### config.mk
export PLATFORM = sky130hd
export DESIGN_NAME = owx_top
export DESIGN_NICKNAME = d
export VERILOG_FILES = /design/src/rtl/owx_pkg.sv /design/src/rtl/owx_winregs.sv /design/src/rtl/owx_decode.sv /design/src/rtl/owx_outreg.sv /design/src/rtl/owx_top.sv
export SDC_FILE = /design/constraint.sdc
export NUM_CORES = 1
export LEC_CHECK = 0
export BUFFER_PORTS_ARGS = -buffer_cell sky130_fd_sc_hd__buf_2
export CAP_MARGIN = 0
export CORE_UTILIZATION = 50
export CTS_CLUSTER_DIAMETER = 120
export DETAILED_ROUTE_END_ITERATION = 10
export HOLD_SLACK_MARGIN = 0.12
export PLACE_DENSITY = 0.73
export SLEW_MARGIN = 20
export SYNTH_ARGS = -nofsm -noshare
export SYNTH_HDL_FRONTEND = slang
export SYNTH_SLANG_ARGS = --single-unit
### constraint.sdc
create_clock -name clk -period 3.6 [get_ports clk]
set_input_delay 0.72 -clock clk [delete_from_list [all_inputs] [get_ports clk]]
set_output_delay 0.72 -clock clk [all_outputs]
set_load 0.03 [all_outputs]
### src/rtl/owx_pkg.sv
package owx_pkg;
  localparam int OWX_ADDR_W   = 32;
  localparam int OWX_WIN_LOG2 = 24;
  localparam int OWX_NUM_WIN  = 8;
  localparam int OWX_IDX_W    = 4;

  typedef enum logic [1:0] {
    KIND_NONE    = 2'd0,
    KIND_XLATE   = 2'd1,
    KIND_PASS_HI = 2'd2,
    KIND_PASS_IN = 2'd3
  } owx_kind_e;
endpackage

### src/rtl/owx_winregs.sv
module owx_winregs #(
  parameter int NUM_WIN = owx_pkg::OWX_NUM_WIN,
  parameter int IDX_W   = owx_pkg::OWX_IDX_W,
  parameter int OFF_W   = owx_pkg::OWX_ADDR_W,
  localparam int SEL_W  = $clog2(NUM_WIN)
) (
  input  logic             clk,
  input  logic             rst_n,
  input  logic             we,
  input  logic [IDX_W-1:0] idx,
  input  logic [OFF_W-1:0] wdata,
  output logic [OFF_W-1:0] rdata,
  input  logic [SEL_W-1:0] sel,
  output logic [OFF_W-1:0] sel_off,
  output logic             wr_hit
);
  localparam logic [IDX_W:0] NUM_WIN_L = NUM_WIN[IDX_W:0];

  logic [OFF_W-1:0] off_q [NUM_WIN];
  logic             idx_in_range;
  logic [SEL_W-1:0] idx_sel;

  assign idx_in_range = ({1'b0, idx} < NUM_WIN_L);
  assign idx_sel      = idx[SEL_W-1:0];
  assign wr_hit       = we && idx_in_range;

  for (genvar g = 0; g < NUM_WIN; g++) begin : g_win
    logic hit;
    assign hit = wr_hit && (idx_sel == SEL_W'(g));
    always_ff @(posedge clk or negedge rst_n) begin
      if (!rst_n)   off_q[g] <= '0;
      else if (hit) off_q[g] <= wdata;
    end
  end

  assign rdata   = idx_in_range ? off_q[idx_sel] : '0;
  assign sel_off = off_q[sel];
endmodule

### src/rtl/owx_decode.sv
module owx_decode #(
  parameter int ADDR_W   = owx_pkg::OWX_ADDR_W,
  parameter int WIN_LOG2 = owx_pkg::OWX_WIN_LOG2,
  parameter int NUM_WIN  = owx_pkg::OWX_NUM_WIN,
  localparam int SEL_W   = $clog2(NUM_WIN),
  localparam int REGION_BIT = WIN_LOG2 + SEL_W
) (
  input  logic                 in_valid,
  input  logic                 in_inbound,
  input  logic [ADDR_W-1:0]    in_addr,
  input  logic [ADDR_W-1:0]    sel_off,
  output logic [SEL_W-1:0]     sel,
  output owx_pkg::owx_kind_e   kind,
  output logic [ADDR_W-1:0]    nxt_addr
);
  import owx_pkg::*;

  function automatic logic [ADDR_W-1:0] in_window(input logic [ADDR_W-1:0] a);
    logic [ADDR_W-1:0] r;
    r = '0;
    r[WIN_LOG2-1:0] = a[WIN_LOG2-1:0];
    return r;
  endfunction

  function automatic logic [ADDR_W-1:0] window_sum(input logic [ADDR_W-1:0] a,
                                                   input logic [ADDR_W-1:0] off);
    return in_window(a) + off;
  endfunction

  logic outside_region;

  assign sel            = in_addr[REGION_BIT-1:WIN_LOG2];
  assign outside_region = in_addr[REGION_BIT];

  always_comb begin
    if (!in_valid)           kind = KIND_NONE;
    else if (in_inbound)     kind = KIND_PASS_IN;
    else if (outside_region) kind = KIND_PASS_HI;
    else                     kind = KIND_XLATE;
  end

  always_comb begin
    if (kind == KIND_XLATE) nxt_addr = window_sum(in_addr, sel_off);
    else                    nxt_addr = in_addr;
  end
endmodule

### src/rtl/owx_outreg.sv
module owx_outreg #(
  parameter int ADDR_W = owx_pkg::OWX_ADDR_W
) (
  input  logic               clk,
  input  logic               rst_n,
  input  owx_pkg::owx_kind_e kind,
  input  logic [ADDR_W-1:0]  nxt_addr,
  output logic               out_valid,
  output logic               out_pci,
  output logic [ADDR_W-1:0]  out_addr
);
  import owx_pkg::*;

  logic take;
  assign take = (kind != KIND_NONE);

  always_ff @(posedge clk or negedge rst_n) begin
    if (!rst_n) begin
      out_valid <= 1'b0;
      out_pci   <= 1'b0;
      out_addr  <= '0;
    end else begin
      out_valid <= take;
      if (take) begin
        out_pci  <= (kind == KIND_XLATE);
        out_addr <= nxt_addr;
      end
    end
  end
endmodule

### src/rtl/owx_top.sv
module owx_top #(
  parameter int ADDR_W   = owx_pkg::OWX_ADDR_W,
  parameter int WIN_LOG2 = owx_pkg::OWX_WIN_LOG2,
  parameter int NUM_WIN  = owx_pkg::OWX_NUM_WIN,
  parameter int IDX_W    = owx_pkg::OWX_IDX_W,
  localparam int SEL_W   = $clog2(NUM_WIN)
) (
  input  logic              clk,
  input  logic              rst_n,
  input  logic              in_valid,
  input  logic              in_inbound,
  input  logic [ADDR_W-1:0] in_addr,
  output logic              out_valid,
  output logic              out_pci,
  output logic [ADDR_W-1:0] out_addr,
  input  logic              reg_we,
  input  logic [IDX_W-1:0]  reg_idx,
  input  logic [ADDR_W-1:0] reg_wdata,
  output logic [ADDR_W-1:0] reg_rdata
);
  logic [SEL_W-1:0]   sel;
  logic [ADDR_W-1:0]  sel_off;
  logic               wr_hit;
  owx_pkg::owx_kind_e kind;
  logic [ADDR_W-1:0]  nxt_addr;

  owx_winregs #(.NUM_WIN(NUM_WIN), .IDX_W(IDX_W), .OFF_W(ADDR_W)) u_regs (
    .clk(clk), .rst_n(rst_n), .we(reg_we), .idx(reg_idx), .wdata(reg_wdata),
    .rdata(reg_rdata), .sel(sel), .sel_off(sel_off), .wr_hit(wr_hit)
  );

  owx_decode #(.ADDR_W(ADDR_W), .WIN_LOG2(WIN_LOG2), .NUM_WIN(NUM_WIN)) u_dec (
    .in_valid(in_valid), .in_inbound(in_inbound), .in_addr(in_addr),
    .sel_off(sel_off), .sel(sel), .kind(kind), .nxt_addr(nxt_addr)
  );

  owx_outreg #(.ADDR_W(ADDR_W)) u_out (
    .clk(clk), .rst_n(rst_n), .kind(kind), .nxt_addr(nxt_addr),
    .out_valid(out_valid), .out_pci(out_pci), .out_addr(out_addr)
  );
endmodule

==> qor.csv, run 1 <==
metric;value;unit
status;finished, final reports clean;
# H-tree levels;2;
Synth async-reset ratio;100;%
met3 global-route usage;5.42;%
EDFF count, synth;0;
crit share post-route;98.5;%
Final setup viols;0;
CTS tree;built;
placed inst area;18100;um2
power share of the sequential group;38.5;%
Setup CP Type;in -> reg;
peak supply drop;0.420;mV
Worst Path Required;3.99;ns
Worst Skew;0.0184;ns
drt wl/cell;24.8;um
Placer Congestion;0.872;
Global Route met1 Usage;36.3;%
WHS;0.274;ns
clock sink count;290;
Sum Neg Setup Slack;0;ns
max_slew headroom;40.7;%
gr ovfl total;0;
Max stage delay on crit path;0.51;ns
number of vias per cell;6.31;
PD cells;606;nW/um2
part of the power in combinational logic;31.0;%
Avg Inst Size Synth;14.2;um2
Seq/Total Area, Yosys;45.0;%
Max-cap violations;0;
Critical Path End Type;flip-flop;
Worst Path Arrival;3.94;ns
worst-path cell chain;buf_6 -> buf_12 -> buf_8 -> mux4_2 -> mux2_2 -> ha_4 -> nand2_1 -> nor3_2 -> buf_4 -> nand4b_1 -> a21boi_4 -> a41oi_4 -> o21ai_4 -> xor2_1 -> o21ai_1;
DRT iter0 DRCs;867;
Total GRT Usage;27.5;%
reg2reg end;u_out.out_addr[22];
Clock Power Share;30.5;%
I/O Pins;139;
synth warn;0;
layout cells sized above 1;54.4;%
Cell Rows;65;
Mapped Area;16100;um2
Root Buffer;clkbuf_16;
worst slack, placed;-0.502;ns
Cell Int Power;8.24;mW
Netlist cell types;58;
Slew Viols, Final;0;
die area;32900;um2
Initial Utilization;50.9;%
Cells after Synth;1133;
routed via count;11200;
clk slew on worst S/H paths;0.06;ns
Worst setup SP type;primary input;
drt first pass iters;5;
Pleak;8.64;nW
DR DRC count;0;
Synthesized Nets;1231;
first-pass GRT wire length;68.3;mm
reg2reg start;u_regs.off_q[128];
endpoints failing hold;0;
Layout Nets;1451;
vias in the first global route;11700;
Longest Clk Path Bufs;3;
GRT Max-Usage Layer;met2;
Die Width;182;um
CP max-delay cell;mux4_2;
switch share;30.2;%
Core Footprint;31600;um2
clock insertion delay at the later pin of the skew report;0.52;ns
Hold-fix buffers, CTS;0;
ys flop type;dfrtp_1;
number of buffers created by CTS;34;
PortBufs;138;
Yosys reg bits;290;
minimum clock period;3.54;ns
Area Overhead vs Synth;20.8;%
final core utilization;61.5;%
largest net degree at the start of global routing;109;
worst slew pin tran;0.890;ns
Hold/Removal Path Class;in -> async;
Net Sw Power;3.56;mW
ANT nets after route;0;
initial antenna violation count;2;
Max Fclk;0.282;GHz
Detailed Route WL;44.2;mm
R2R cell count;12;
FF-to-FF setup slack;0.17;ns
chip height;182;um
detailed placement HPWL;29.6;mm
CP max FO;8;
met2 Use GR;45.1;%
fin area;19500;um2
Final WS setup;0.0557;ns
## placed cells by master (no fill, tap or decap), types with 16 or more instances in the layout
cell type	synthesis	final
a21oi_1	29	24
buf_2	16	135
buf_4	1	111
clkbuf_16	0	37
dfrtp_1	290	290
ha_1	24	20
mux2_2	278	277
mux2i_1	40	40
mux4_2	118	118
nand2_1	30	29
nor2_1	61	59
o21ai_0	22	16
## layout make-up
type                       count  area [um2]
tap                          402         503
fill                        2431       12200
timing repair buffer         264        1850
antenna                        2        5.00
multi-input combinational    757        8650
sequential                   290        7260
inverter                       6        22.5
clock buffer                  49        1050
clock inverter                 9         126
## synth_stat cells (5+ instances only)
cell | instances | share of area [%]
dfrtp_1 | 290 | 45
mux2_2 | 278 | 19
mux4_2 | 118 | 16
nor2_1 | 61 | 1.4
mux2i_1 | 40 | 2.5
clkbuf_1 | 38 | 0.89
nand2_1 | 30 | 0.70
a21oi_1 | 29 | 0.90
ha_1 | 24 | 1.9
o21ai_0 | 22 | 0.68
buf_1 | 20 | 0.47
buf_2 | 16 | 0.50
a221o_1 | 13 | 0.81
xnor2_1 | 13 | 0.71
and3_1 | 12 | 0.47
mux4_1 | 10 | 1.6
a22oi_1 | 9 | 0.42
nand3_1 | 9 | 0.28
xor2_1 | 9 | 0.49
a21o_1 | 8 | 0.37
inv_1 | 6 | 0.14
nand3b_1 | 6 | 0.28
nand4_1 | 6 | 0.23
nor3_1 | 6 | 0.19
nor3b_1 | 5 | 0.23
## sequential cells by signal (all words and copies together) (netlist names)
name and cells:
u_out.out_pci 1, u_out.out_valid 1, u_regs.off_q 256, u_out.out_addr 32
## through the flow
step	std cells	total power, mW
global placement	1715	7.96
global route	1778	12.3
detailed placement	1715	8.11
CTS	1773	11.7
floorplan	1133	6.87
finish	1779	11.8
## logic make-up (layout without fill, tap and decap cells)
family	Yosys count	after routing	synth area share, %
AOI/OAI and AO/OA	111	111	4.68
xor gates and xnor gates	22	22	1.20
adders and majority gates	25	25	1.99
buffers and inverters	86	328	2.38
DFF	290	290	45.0
muxes	450	450	40.3
other	0	2	0
and+or+nand+nor	149	149	4.40
## critical path: cells and delay by family
family,cells,cell delay [ns]
and+or+nand+nor,3,0.52
xor gates and xnor gates,1,0.18
buffers and inverters,4,0.60
adders and majority gates,1,0.30
muxes,2,0.82
AOI/OAI and AO/OA,4,0.79
## routing by layer
| metal | routed length, um | share of wire (%) |
|---|---|---|
| met4 | 1450 | 3.3 |
| met2 | 21500 | 49 |
| met3 | 3050 | 6.9 |
| met1 | 18200 | 41 |
| met5 | 0 | 0 |
## how the worst max path moves through the flow
stage	start	endpoint	slack [ns]
final	in_addr[24]	u_out.out_addr[24]	0.06
after global routing	in_addr[24]	u_out.out_addr[24]	-0.08
after CTS	in_addr[24]	u_out.out_addr[29]	0.03
after detailed placement	in_addr[24]	u_out.out_addr[29]	-0.50
after global placement	in_addr[24]	u_out.out_addr[29]	-0.49
after floorplan	in_addr[24]	u_out.out_addr[20]	-0.26
## repair_timing
action,in CTS,in global routing
buffers inserted,0,4
endpoints found under the setup margin,0,13
resized for setup,0,24
## power groups by stage
stage	clock network (mW)	logic (mW)	registers [mW]
2_1_floorplan	0	2.39	4.48
5_1_grt	3.78	3.93	4.63
3_5_place_dp	0	3.54	4.57
6_report	3.60	3.65	4.54
4_1_cts	3.66	3.56	4.52
3_3_place_gp	0	3.45	4.51
No activity file was read; power rests on OpenSTA's default activity.
==> run 2: changes to the inputs <==
- clock period: 3.6 -> 3.5 ns (I/O delays scaled with it)
==> qor.csv, run 2 (synthesized netlist as in run 1, its figures left out) <==
metric;value;unit;change
status;finished, final reports clean;;
Max-cap violations;0;;unchanged
Sum Neg Setup Slack;0;ns;unchanged
largest net degree at the start of global routing;93;;-15%
Layout Nets;1452;;+0.069%
Cell Rows;65;;unchanged
Total GRT Usage;26.8;%;-0.68 points
ANT nets after route;0;;unchanged
Max Fclk;0.288;GHz;
CTS tree;built;;
vias in the first global route;11700;;+0.46%
Root Buffer;clkbuf_16;;
routed via count;11200;;-0.12%
clock insertion delay at the later pin of the skew report;0.52;ns;about the same
endpoints failing hold;0;;unchanged
Placer Congestion;0.892;;+2.4%
Detailed Route WL;43.2;mm;-2.1%
I/O Pins;139;;unchanged
number of buffers created by CTS;35;;+2.9%
initial antenna violation count;2;;unchanged
layout cells sized above 1;55.0;%;+0.57 points
Final setup viols;0;;unchanged
Slew Viols, Final;0;;unchanged
# H-tree levels;2;;unchanged
Hold/Removal Path Class;in -> async;;
die area;32900;um2;unchanged
Worst Path Arrival;3.87;ns;-0.07 ns
drt first pass iters;7;;+2
chip height;182;um;unchanged
Die Width;182;um;unchanged
fin area;19600;um2;+0.53%
Worst setup SP type;primary input;;
Hold-fix buffers, CTS;0;;unchanged
drt wl/cell;24.3;um;-2.2%
Worst Path Required;3.90;ns;-0.09 ns
DRT iter0 DRCs;798;;-8.0%
Initial Utilization;50.9;%;unchanged
Longest Clk Path Bufs;3;;unchanged
Largest register FFs;256;;unchanged
Core Footprint;31600;um2;unchanged
most frequent cells in the layout;290 x dfrtp_1, 277 x mux2_2, 135 x buf_2;;
Worst Skew;0.0182;ns;-0.000231 ns
peak supply drop;0.384;mV;-8.6%
number of vias per cell;6.30;;-0.17%
Pleak;8.65;nW;+0.16%
final core utilization;61.8;%;+0.32 points
Multi-input gate area;8740;um2;+1.0%
minimum clock period;3.47;ns;
clock sink count;290;;unchanged
RSZ-0062 raised after global routing;yes;;
detailed placement HPWL;28.9;mm;-2.3%
most common cell after layout, fill and taps aside;dfrtp_1;;
biggest regs;u_regs.off_q x256, u_out.out_addr x32;;
Setup CP Type;in -> reg;;
first-pass GRT wire length;67.3;mm;-1.5%
crit share post-route;99.1;%;
Critical Path End Type;flip-flop;;
CP max FO;8;;unchanged
worst slew pin tran;0.661;ns;-0.229 ns
Area Overhead vs Synth;21.4;%;
gr ovfl total;0;;unchanged
placed inst area;18100;um2;+0.12%
Filler cells;2383;;-2.0%
area taken by flip-flops and latches;7260;um2;unchanged
PD cells;618;nW/um2;+2.0%
PortBufs;138;;unchanged
DR DRC count;0;;unchanged
max_slew headroom;55.9;%;+15 points
Reg with most FFs;u_regs.off_q;;
clk slew on worst S/H paths;0.06;ns;about the same
[run 2: cell types whose count changed in the layout (fill, tap and decap cells not counted), sizes merged]
cell	change
clkbuf	+1
buf	-1
clkinvlp	-1
clkinv	+3
diode	-1
[run 2: final timing paths]
check,from,endpoint,slack [ns],cells after the start
worst max-delay path,in_addr[24],u_out.out_addr[22],0.03,14
worst min-delay path,rst_n,u_regs.off_q[232],0.14,1
worst max register to register,u_regs.off_q[0],u_out.out_addr[22],0.09,12
worst min register to register,u_out.out_pci,u_out.out_pci,0.48,1
max in group asynchronous,rst_n,u_regs.off_q[183],2.41,2
min in group clk,in_addr[6],u_out.out_addr[6],0.45,2
[run 2: where the power goes]
group / leakage, nW / internal [mW] / switching (mW) / total, mW
registers: 3.55 / 4.11 / 0.552 / 4.66
logic: 4.54 / 2.08 / 1.73 / 3.81
clock network: 0.566 / 2.21 / 1.41 / 3.62
[run 2: cell type report]
class | instances | area share (%)
multi-input combinational | 757 | 44.7
sequential | 290 | 37.1
timing repair buffer | 264 | 9.68
clock buffer | 49 | 5.11
tap | 402 | 2.57
clock inverter | 11 | 0.742
inverter | 6 | 0.115
antenna | 1 | 0.0128
[run 2: metal layers]
metal | track usage, % | part of all wire, % | vias to the layer above | wire length [um]
met3 | 5.80 | 6.8 | 88 | 2940
li1 | - | - | 4834 | -
met5 | 0 | 0.019 | - | 8
met2 | 43.9 | 49 | 400 | 21200
met4 | 10.3 | 3.2 | 2 | 1380
met1 | 35.0 | 41 | 5888 | 17700
[run 2: through the flow]
step           hold slack (ns)  instances  power [mW]  setup WS (ns)
2_1_floorplan            0.404       1133        7.07         -0.341
3_3_place_gp             0.458       1714        8.19         -0.562
3_5_place_dp             0.464       1714        8.32         -0.622
4_1_cts                  0.169       1774        12.0         0.0475
5_1_grt                  0.191       1780        12.7        -0.0897
6_report                 0.142       1780        12.1         0.0313
[run 2: timing repair]
item	4_1_cts	5_1_grt
cloned	0	1
endpoints found under the setup margin	9	15
pin swaps	0	12
buffers inserted	0	4
resized for setup	7	33
[run 2: critical path, cell delays in order]
cell and delay, ns:
buf_12 0.12, buf_12 0.14, buf_12 0.14, mux4_2 0.50, mux2_2 0.29, ha_1 0.31
a21oi_1 0.40, o31ai_4 0.11, a221oi_4 0.23, a21boi_2 0.12, a41oi_2 0.29, xor2_1 0.18
nor2_1 0.05, a221o_1 0.26
